<file path="src/rtl/gpio_ctrl_pkg.sv">
package gpio_ctrl_pkg;
  localparam int ADDR_W = 3;

  localparam logic [ADDR_W-1:0] REG_DATA   = 3'd0;
  localparam logic [ADDR_W-1:0] REG_DIR    = 3'd1;
  localparam logic [ADDR_W-1:0] REG_CFG_LO = 3'd2;
  localparam logic [ADDR_W-1:0] REG_CFG_HI = 3'd3;
  localparam logic [ADDR_W-1:0] REG_MASK   = 3'd4;
  localparam logic [ADDR_W-1:0] REG_STATUS = 3'd5;
  localparam logic [ADDR_W-1:0] REG_BOTH   = 3'd6;

  localparam logic [1:0] COND_LOW  = 2'b00;
  localparam logic [1:0] COND_HIGH = 2'b01;
  localparam logic [1:0] COND_RISE = 2'b10;
  localparam logic [1:0] COND_FALL = 2'b11;
endpackage

</file>
<file path="src/rtl/gpio_ctrl_sync.sv">
module gpio_ctrl_sync #(
  parameter int W      = 32,
  parameter int STAGES = 2
) (
  input  logic         clk,
  input  logic         rst_n,
  input  logic [W-1:0] d,
  output logic [W-1:0] q
);
  logic [W-1:0] stg [STAGES];

  for (genvar s = 0; s < STAGES; s++) begin : g_stage
    if (s == 0) begin : g_first
      always_ff @(posedge clk or negedge rst_n) begin
        if (!rst_n) stg[s] <= '0;
        else        stg[s] <= d;
      end
    end else begin : g_next
      always_ff @(posedge clk or negedge rst_n) begin
        if (!rst_n) stg[s] <= '0;
        else        stg[s] <= stg[s-1];
      end
    end
  end

  assign q = stg[STAGES-1];
endmodule

</file>
<file path="src/rtl/gpio_ctrl_detect.sv">
module gpio_ctrl_detect
  import gpio_ctrl_pkg::*;
#(
  parameter int NPINS = 32
) (
  input  logic               clk,
  input  logic               rst_n,
  input  logic [NPINS-1:0]   lvl,
  input  logic [2*NPINS-1:0] cond,
  input  logic [NPINS-1:0]   both,
  output logic [NPINS-1:0]   hit
);
  logic [NPINS-1:0] prev;
  logic [NPINS-1:0] rise;
  logic [NPINS-1:0] fall;

  always_ff @(posedge clk or negedge rst_n) begin
    if (!rst_n) prev <= '0;
    else        prev <= lvl;
  end

  assign rise = lvl & ~prev;
  assign fall = ~lvl & prev;

  for (genvar p = 0; p < NPINS; p++) begin : g_pin
    logic [1:0] code;
    logic       h;
    assign code = cond[2*p +: 2];

    always_comb begin
      if (both[p]) begin
        h = rise[p] | fall[p];
      end else begin
        case (code)
          COND_LOW:  h = ~lvl[p];
          COND_HIGH: h = lvl[p];
          COND_RISE: h = rise[p];
          default:   h = fall[p];
        endcase
      end
    end
    assign hit[p] = h;

    // an any-edge flag needs a real change of the synchronized level
    assert_both_needs_change_R8: assert property (@(posedge clk) disable iff (!rst_n)
      (both[p] && hit[p]) |-> (lvl[p] != prev[p]));
    // edge-coded flags need a level change too
    assert_edge_code_change_R4: assert property (@(posedge clk) disable iff (!rst_n)
      (!both[p] && cond[2*p+1] && hit[p]) |-> (lvl[p] != prev[p]));
  end
endmodule

</file>
<file path="src/rtl/gpio_ctrl_regs.sv">
module gpio_ctrl_regs
  import gpio_ctrl_pkg::*;
#(
  parameter int NPINS = 32
) (
  input  logic               clk,
  input  logic               rst_n,
  input  logic               bus_valid,
  input  logic               bus_write,
  input  logic [ADDR_W-1:0]  bus_addr,
  input  logic [NPINS-1:0]   bus_wdata,
  output logic               rsp_valid,
  output logic [NPINS-1:0]   rsp_data,
  input  logic [NPINS-1:0]   lvl,
  input  logic [NPINS-1:0]   hit,
  output logic [NPINS-1:0]   dout,
  output logic [NPINS-1:0]   dir,
  output logic [2*NPINS-1:0] cond,
  output logic [NPINS-1:0]   mask,
  output logic [NPINS-1:0]   both,
  output logic [NPINS-1:0]   status
);
  logic [NPINS-1:0] dout_q, dir_q, cfg_lo_q, cfg_hi_q, mask_q, both_q, status_q;
  logic [NPINS-1:0] clr_mask, status_d, rd_mux;
  logic             wr, rd;

  assign wr = bus_valid & bus_write;
  assign rd = bus_valid & ~bus_write;
  assign clr_mask = (wr && bus_addr == REG_STATUS) ? bus_wdata : '0;
  assign status_d = (status_q & ~clr_mask) | hit;

  always_comb begin
    case (bus_addr)
      REG_DATA:   rd_mux = (dout_q & dir_q) | (lvl & ~dir_q);
      REG_DIR:    rd_mux = dir_q;
      REG_CFG_LO: rd_mux = cfg_lo_q;
      REG_CFG_HI: rd_mux = cfg_hi_q;
      REG_MASK:   rd_mux = mask_q;
      REG_STATUS: rd_mux = status_q;
      REG_BOTH:   rd_mux = both_q;
      default:    rd_mux = '0;
    endcase
  end

  always_ff @(posedge clk or negedge rst_n) begin
    if (!rst_n) begin
      dout_q    <= '0;
      dir_q     <= '0;
      cfg_lo_q  <= '0;
      cfg_hi_q  <= '0;
      mask_q    <= '0;
      both_q    <= '0;
      status_q  <= '0;
      rsp_valid <= 1'b0;
      rsp_data  <= '0;
    end else begin
      if (wr) begin
        case (bus_addr)
          REG_DATA:   dout_q   <= bus_wdata;
          REG_DIR:    dir_q    <= bus_wdata;
          REG_CFG_LO: cfg_lo_q <= bus_wdata;
          REG_CFG_HI: cfg_hi_q <= bus_wdata;
          REG_MASK:   mask_q   <= bus_wdata;
          REG_BOTH:   both_q   <= bus_wdata;
          default:    ;
        endcase
      end
      status_q  <= status_d;
      rsp_valid <= rd;
      if (rd) rsp_data <= rd_mux;
    end
  end

  assign dout   = dout_q;
  assign dir    = dir_q;
  assign cond   = {cfg_hi_q, cfg_lo_q};
  assign mask   = mask_q;
  assign both   = both_q;
  assign status = status_q;

  // a response only follows a read request
  assert_rsp_after_read_R3: assert property (@(posedge clk) disable iff (!rst_n)
    rsp_valid |-> $past(rd));
  // a status bit never drops unless a clear for it was written
  assert_status_sticky_R9: assert property (@(posedge clk) disable iff (!rst_n)
    (($past(status_q) & ~status_q & ~$past(clr_mask)) == '0));
  // a status bit only rises from a detected condition
  assert_status_needs_hit_R9: assert property (@(posedge clk) disable iff (!rst_n)
    ((status_q & ~$past(status_q) & ~$past(hit)) == '0));
  // a clear without a colliding condition empties the bit
  assert_clear_takes_R10: assert property (@(posedge clk) disable iff (!rst_n)
    ((status_q & $past(clr_mask) & ~$past(hit)) == '0));
endmodule

</file>
<file path="src/rtl/gpio_ctrl.sv">
module gpio_ctrl
  import gpio_ctrl_pkg::*;
#(
  parameter int NPINS     = 32,
  parameter int SYNC_DEPTH = 2
) (
  input  logic              clk,
  input  logic              rst_n,
  input  logic              bus_valid,
  input  logic              bus_write,
  input  logic [ADDR_W-1:0] bus_addr,
  input  logic [NPINS-1:0]  bus_wdata,
  output logic              rsp_valid,
  output logic [NPINS-1:0]  rsp_data,
  input  logic [NPINS-1:0]  pad_in,
  output logic [NPINS-1:0]  pad_out,
  output logic [NPINS-1:0]  pad_oe,
  output logic              irq
);
  logic [NPINS-1:0]   lvl, hit, mask, both, status;
  logic [2*NPINS-1:0] cond;

  gpio_ctrl_sync #(.W(NPINS), .STAGES(SYNC_DEPTH)) u_sync (
    .clk(clk), .rst_n(rst_n), .d(pad_in), .q(lvl)
  );

  gpio_ctrl_detect #(.NPINS(NPINS)) u_detect (
    .clk(clk), .rst_n(rst_n), .lvl(lvl), .cond(cond), .both(both), .hit(hit)
  );

  gpio_ctrl_regs #(.NPINS(NPINS)) u_regs (
    .clk(clk), .rst_n(rst_n),
    .bus_valid(bus_valid), .bus_write(bus_write), .bus_addr(bus_addr),
    .bus_wdata(bus_wdata), .rsp_valid(rsp_valid), .rsp_data(rsp_data),
    .lvl(lvl), .hit(hit),
    .dout(pad_out), .dir(pad_oe), .cond(cond), .mask(mask), .both(both),
    .status(status)
  );

  assign irq = |(status & mask);

  // the interrupt is quiet while no status bit is set
  assert_irq_quiet_R11: assert property (@(posedge clk) disable iff (!rst_n)
    (status == '0) |-> !irq);
  // with every pin masked off the interrupt stays low
  assert_irq_masked_R11: assert property (@(posedge clk) disable iff (!rst_n)
    (mask == '0) |-> !irq);
endmodule

</file>
<file path="config.mk">
export PLATFORM = sky130hd
export DESIGN_NAME = gpio_ctrl
export DESIGN_NICKNAME = d
export VERILOG_FILES = /design/src/rtl/gpio_ctrl_pkg.sv /design/src/rtl/gpio_ctrl_sync.sv /design/src/rtl/gpio_ctrl_detect.sv /design/src/rtl/gpio_ctrl_regs.sv /design/src/rtl/gpio_ctrl.sv
export SDC_FILE = /design/constraint.sdc
export NUM_CORES = 1
export LEC_CHECK = 0
export ABC_AREA = 1
export BUFFER_PORTS_ARGS = -buffer_cell sky130_fd_sc_hd__buf_2
export CORE_MARGIN = 8
export CORE_UTILIZATION = 54
export DETAILED_ROUTE_END_ITERATION = 6
export GPL_ROUTABILITY_DRIVEN = 1
export PLACE_DENSITY = 0.75
export SETUP_SLACK_MARGIN = 0.2
export SLEW_MARGIN = 20
export SYNTH_ARGS = -nofsm -noshare
export SYNTH_HDL_FRONTEND = slang
export SYNTH_SLANG_ARGS = --single-unit
</file>
<file path="constraint.sdc">
create_clock -name clk -period 1.1 [get_ports clk]
set_input_delay 0.11 -clock clk [delete_from_list [all_inputs] [get_ports clk]]
set_output_delay 0.11 -clock clk [all_outputs]
set_load 0.005 [all_outputs]
</file>
# [Word-level counts from Yosys, hierarchy flattened]
# Cells that the tools add are included.
[totals] latch_bits=0 mem_bits_ro=0 regBits=353 inputBits=71 word_cells=268 mem_count=0 ramBits=0 output_inout_bits=98
[op_classes] order_cmp=0 div=0 reduce_logical=41 n_eq_ne=70 bitwise_logic=79 shift=0 n_mux=66 n_addsub=0 mul=0
[ops] operator="$pmux W32 S7" count=1
[ops] operator="$and A32 B32 Y32" count=6
[ops] operator="$not A32 Y32" count=4
[ops] operator="$pmux W1 S3" count=32
[ops] operator="$eq A2 B1 Y1 const B" count=32
[ops] operator="$eq A2 B2 Y1 const B" count=32
[ops] operator="$logic_not A2 Y1" count=32
[ops] operator="$or A32 B32 Y32" count=2
[ops] operator="$not A1 Y1" count=33
[ops] operator="$mux W1" count=32
[ops] operator="$mux W32" count=1
[ops] operator="$or A1 B1 Y1" count=32
[ops] operator="$reduce_or A32 Y1" count=1
[ops] operator="$reduce_and A2 Y1" count=6
[ops] operator="$eq A3 B3 Y1 const B" count=3
[ops] operator="$eq A3 B2 Y1 const B" count=2
[ops] operator="$eq A3 B1 Y1 const B" count=1
[ops] operator="$logic_not A3 Y1" count=1
[ops] operator="$and A1 B1 Y1" count=2
[ops] operator="$logic_and A1 B1 Y1" count=1

# [Depth between registers and ports, before layout]
[depth] ltp_word=6 ltp_mapped=10 ltp_nobuf=8

# [Cells and area by module]
# From an unflattened synthesis, not the netlist that was laid out.
[hier_totals] cells_unflattened=2366 area_unflattened_um2=18385.1
[modules_own_cells] mod="gpio_ctrl_regs" instances=1 cells_per_inst=1599 area_per_inst_um2=12303.0
[modules_own_cells] mod="gpio_ctrl_detect" instances=1 cells_per_inst=608 area_per_inst_um2=4003.8
[modules_own_cells] mod="gpio_ctrl_sync" instances=1 cells_per_inst=96 area_per_inst_um2=1841.8
[modules_own_cells] mod="gpio_ctrl" instances=1 cells_per_inst=63 area_per_inst_um2=236.5

# [Worst setup path before layout]
# OpenSTA, ideal clock, no wires.
[synth_path] kind="input -> register" start="input bus_addr[2]" end="register u_regs.cfg_hi_q[10]" path_slack_ps=-124 cell_stages=7 path_buffers=3 setup_time_ps=130 arrival_time_ps=1094 path_cell_list="buf_2 > inv_1 > buf_4 > nand4_2 > clkbuf_1 > nand2_1 > o21ai_0"
[synth_between] elab_chain_cells=2
[synth_rtl] element="from (decl)" line_no="gpio_ctrl.sv:11" rtl="input logic [ADDR_W-1:0] bus_addr,"
[synth_rtl] element="$eq A3 B2 Y1" line_no="gpio_ctrl_regs.sv:58" rtl="case (bus_addr)"
[synth_rtl] element="$reduce_and A2 Y1 (no source line)"
[synth_rtl] element="to (signal assigned)" line_no="gpio_ctrl_regs.sv:62" rtl="REG_CFG_HI: cfg_hi_q <= bus_wdata;"
[synth_rtl] element="to (decl)" line_no="gpio_ctrl_regs.sv:23" rtl="logic [NPINS-1:0] dout_q, dir_q, cfg_lo_q, cfg_hi_q, mask_q, both_q, status_q;"
# No other way between the ends.
# A chain may end at the register's enable or synchronous reset.

# [Final worst setup path]
[layout_path] start="register u_regs.status_q[25], in the netlist u_regs.status[25]" end="output irq"
[layout_between] elab_chain_cells=2
[layout_rtl] element="from (decl)" line_no="gpio_ctrl_regs.sv:23"
[layout_rtl] element="from (signal assigned)" line_no="gpio_ctrl_regs.sv:68" rtl="status_q <= status_d;"
[layout_rtl] element="$and A32 B32 Y32" line_no="gpio_ctrl.sv:40" rtl="assign irq = |(status & mask);"
[layout_rtl] element="$reduce_or A32 Y1" line_no="gpio_ctrl.sv:40"
[layout_rtl] element="to (decl)" line_no="gpio_ctrl.sv:18" rtl="output logic irq"
# No other way between the ends.

==> impl_metrics.env <==
export IMPL_synth_compound_area_share_pct=8.56
export IMPL_ys_ff_latch=353
export IMPL_cts_sinks=353
export IMPL_path_class="flop to output port"
export IMPL_post_place_ws_ns=-0.228
export IMPL_required_ns=0.99
export IMPL_cp_buffers_inverters=1
export IMPL_finalClockSkew_ns=0.0119
export IMPL_cp_endpoint="irq"
export IMPL_die_h_um=194
export IMPL_hold_path_class="primary input to asynchronous set/reset pin"
export IMPL_synth_nets=2269
export IMPL_drt_iter0_drc=1859
export IMPL_diodes=0
export IMPL_wire_per_inst_um=19.2
export IMPL_drv_slew=0
export IMPL_rsz0062_at_grt="true"
export IMPL_grt_max_degree=56
export IMPL_r2r_start="u_sync.q[26]$_DFF_PN0_"
export IMPL_powerDensity_nw_per_um2=1650
export IMPL_die_area_um2=37600
export IMPL_grt_overflow_total=0
export IMPL_fillCellCount=2143
export IMPL_multi_input_comb_area_um2=8000
export IMPL_max_freq_mhz=551
export IMPL_grt_pass1_wl_um=89500
export IMPL_io_buffers=168
export IMPL_path_depth=7
export IMPL_drv_cap=0
export IMPL_cts_root_buf="clkbuf_16"
export IMPL_hold_ws_ns=0.0752
export IMPL_h_tree_depth=2
export IMPL_hold_viol_final=0
export IMPL_synthAdderAreaFrac_pct=4.69
export IMPL_tightest_slew_ns=0.410
export IMPL_clock_latency_ns=0.53
export IMPL_io_pins=169
export IMPL_place_hpwl_um=37100
export IMPL_first_pass_iters=6
export IMPL_rr_worst_depth=9
export IMPL_ys_seq_area_share_pct=51.7
export IMPL_yosys_warnings=0
export IMPL_grt_antenna_before_repair=0
export IMPL_cp_end_kind="output port"
export IMPL_cp_common_cell="nand2_1"
export IMPL_critPathLaunchType="flop"
export IMPL_max_slew_margin_pct=72.7
export IMPL_synthMuxAreaShare_pct=0
export IMPL_drive_gt1_share_pct=29.1
export IMPL_ir_drop_mv=1.24
export IMPL_cp_data_arrival_time_ns=1.70
export IMPL_wl_um=57600
export IMPL_seqPwrFrac_pct=43.0
export IMPL_cts_tree="yes"
export IMPL_rows=65
export IMPL_status="complete, but fails checks"
export IMPL_cp_startpoint="u_regs.status[25]$_DFF_PN0_"
export IMPL_synth_area_um2=17100
export IMPL_p_switching_mw=12.4
export IMPL_path_clk_slew_ns=0.06
export IMPL_ant_nets=0
export IMPL_ff_latch_area_um2=8850
export IMPL_gp_congestion=0.898
export IMPL_syn_inst=2134
export IMPL_cts_buffers_inserted=38
export IMPL_start_util_pct=54.4
export IMPL_crit_family="simple AND/OR/NAND/NOR gates"
export IMPL_synth_simple_area_share_pct=28.0
export IMPL_setup_violations=145
export IMPL_synth_xor_area_share_pct=0
export IMPL_timing_final_ws_setup_ns=-0.714
export IMPL_syn_to_final_growth_pct=38.7
export IMPL_grt_pass1_vias=17000
export IMPL_crit_chain="nand2_1 -> nand2_1 -> nor2_2 -> nand3_2 -> nor2_1 -> nand2_1 -> buf_2"
export IMPL_path_max_fanout=2
export IMPL_synth_top_family_by_area="simple AND/OR/NAND/NOR gates"
export IMPL_internal_power_mw=26.7
export IMPL_rr_endpoint="u_regs.rsp_data[26]$_DFFE_PN0P_"
export IMPL_cp_slowest_cell="dfrtp_1"
export IMPL_vias_per_cell=5.68
export IMPL_drc=0
export IMPL_swShare_pct=31.6
export IMPL_avgSynthCellArea_um2=8.00
export IMPL_track_usage_pct=29.4
export IMPL_num_nets_final=2715
export IMPL_pwr_share_clk_pct=31.0
export IMPL_min_period_over_period_pct=165
export IMPL_clk_path_buf_depth=3
export IMPL_post_route_min_period_ns=1.81
export IMPL_die_w_um=194
export IMPL_core_area_um2=31400
export IMPL_violations="setup timing"
export IMPL_p_leak_nw=12.1
export IMPL_r2r_setup_slack_ns=-0.12
export IMPL_max_stage_delay_ns=0.40
export IMPL_pwr_share_comb_pct=26.0
export IMPL_synth_distinct_cells=22
export IMPL_dr_total_vias=17100
==> power groups by stage <==
stage	clock network (mW)	registers, mW	logic [mW]
6_report	12.1	16.8	10.1
5_1_grt	12.7	17.0	11.1
4_1_cts	12.2	16.6	9.34
3_5_place_dp	0	17.0	7.52
3_3_place_gp	0	16.9	7.26
2_1_floorplan	0	16.6	4.21
==> layout make-up <==
class / count / area share, %
clock buffer: 57 / 4.61
clock inverter: 9 / 0.248
inverter: 199 / 3.31
multi-input combinational: 1473 / 33.8
sequential: 353 / 37.4
tap: 402 / 2.12
timing repair buffer: 515 / 18.6
==> layer usage <==
metal,vias up,global-route usage (%),part of all wire [%]
li1,7819,-,-
met1,8234,37.8,40
met2,864,48.2,48
met3,160,4.76,8.2
met4,0,14.2,4.3
met5,-,0,0
==> per-stage QoR <==
| step | std cells | setup TNS, ns | instance area (µm²) | total power, mW | utilization (%) |
|---|---|---|---|---|---|
| floorplan | 2134 | -0.0275 | 18200 | 20.8 | - |
| global placement | 2757 | -28.49 | 20200 | 24.2 | 64.5 |
| detailed placement | 2757 | -33.53 | 20200 | 24.5 | 64.5 |
| CTS | 2977 | -8.91 | 23100 | 38.2 | 73.6 |
| global route | 3008 | -16.54 | 23700 | 40.9 | 75.4 |
| finish | 3008 | -9.12 | 23700 | 39.0 | 75.4 |
==> cell families after synthesis <==
group           count (synthesis)
simple gates                 1117
flops                         353
buf+inv                       308
compound gates                292
fa+ha+maj                      64
==> synthesized netlist by cell type (all sizes together) <==
cell / count / share of area (%)
clkinv: 1 / 0.022
nor2: 230 / 5.1
a21oi: 4 / 0.12
nor4: 1 / 0.12
dfrtp: 353 / 52
clkbuf: 67 / 1.5
nand2: 637 / 14
buf: 42 / 1.2
nand4: 165 / 6.2
or2: 15 / 0.55
inv: 198 / 4.4
nand3: 69 / 2.1
ha: 64 / 4.7
o21ai: 288 / 8.4
==> worst min-delay path by stage <==
| stage | to | slack (ns) | startpoint |
|---|---|---|---|
| 2_1_floorplan | u_detect.prev[0]$_DFF_PN0_ | -0.19 | rst_n |
| 5_1_grt | u_regs.cfg_hi_q[12]$_DFFE_PN0P_ | 0.09 | rst_n |
| 4_1_cts | u_regs.rsp_valid$_DFF_PN0_ | 0.06 | bus_valid |
| 3_3_place_gp | u_sync.q[0]$_DFF_PN0_ | 0.02 | rst_n |
| 6_report | u_regs.both[31]$_DFFE_PN0P_ | 0.08 | rst_n |
| 3_5_place_dp | u_sync.stg[32]$_DFF_PN0_ | 0.02 | rst_n |
==> flip-flops by register name (all words and copies together) (netlist names), 32 cells and up <==
register         cells
u_regs.rsp_data     32
u_regs.cfg_hi_q     32
u_detect.prev       32
u_regs.dir          32
u_regs.both         32
u_regs.dout         32
u_regs.cfg_lo_q     32
u_regs.mask         32
u_sync.stg          32
u_sync.q            32
u_regs.status       32
==> repair_timing <==
| item | CTS | global route |
|---|---|---|
| resized for setup | 125 | 124 |
| setup buffers | 89 | 31 |
| gates cloned | 0 | 0 |
| hold buffers | 65 | 0 |
| hold endpoints to repair | 472 | 0 |
| pin swaps | 165 | 91 |
| setup endpoints to repair | 163 | 168 |
==> layout by cell type (no fill, tap or decap), types with 2 or more instances in the layout <==
cell	netlist	final
buf_6	0	74
or2_4	0	15
nand2_4	0	10
ha_4	0	32
nand2_1	637	577
o21ai_1	7	136
inv_2	1	46
ha_2	0	3
nand4_1	162	162
clkbuf_16	0	38
clkinv_2	0	7
nand2_2	0	50
nand3_4	0	2
buf_2	31	152
dfrtp_1	353	341
nand4_4	0	3
inv_4	0	4
buf_12	0	37
a21oi_1	4	4
nor2_1	229	193
inv_1	197	144
nor2_2	0	32
nor2_4	1	5
clkbuf_1	66	12
ha_1	64	29
clkbuf_8	0	7
clkinv_4	0	3
nand3_2	1	21
nand3_1	68	46
o21ai_0	281	138
dfrtp_2	0	12
o21ai_2	0	14
dlygate4sd3_1	0	65
buf_4	3	186
Note: power is estimated with default switching activity, not from simulation.
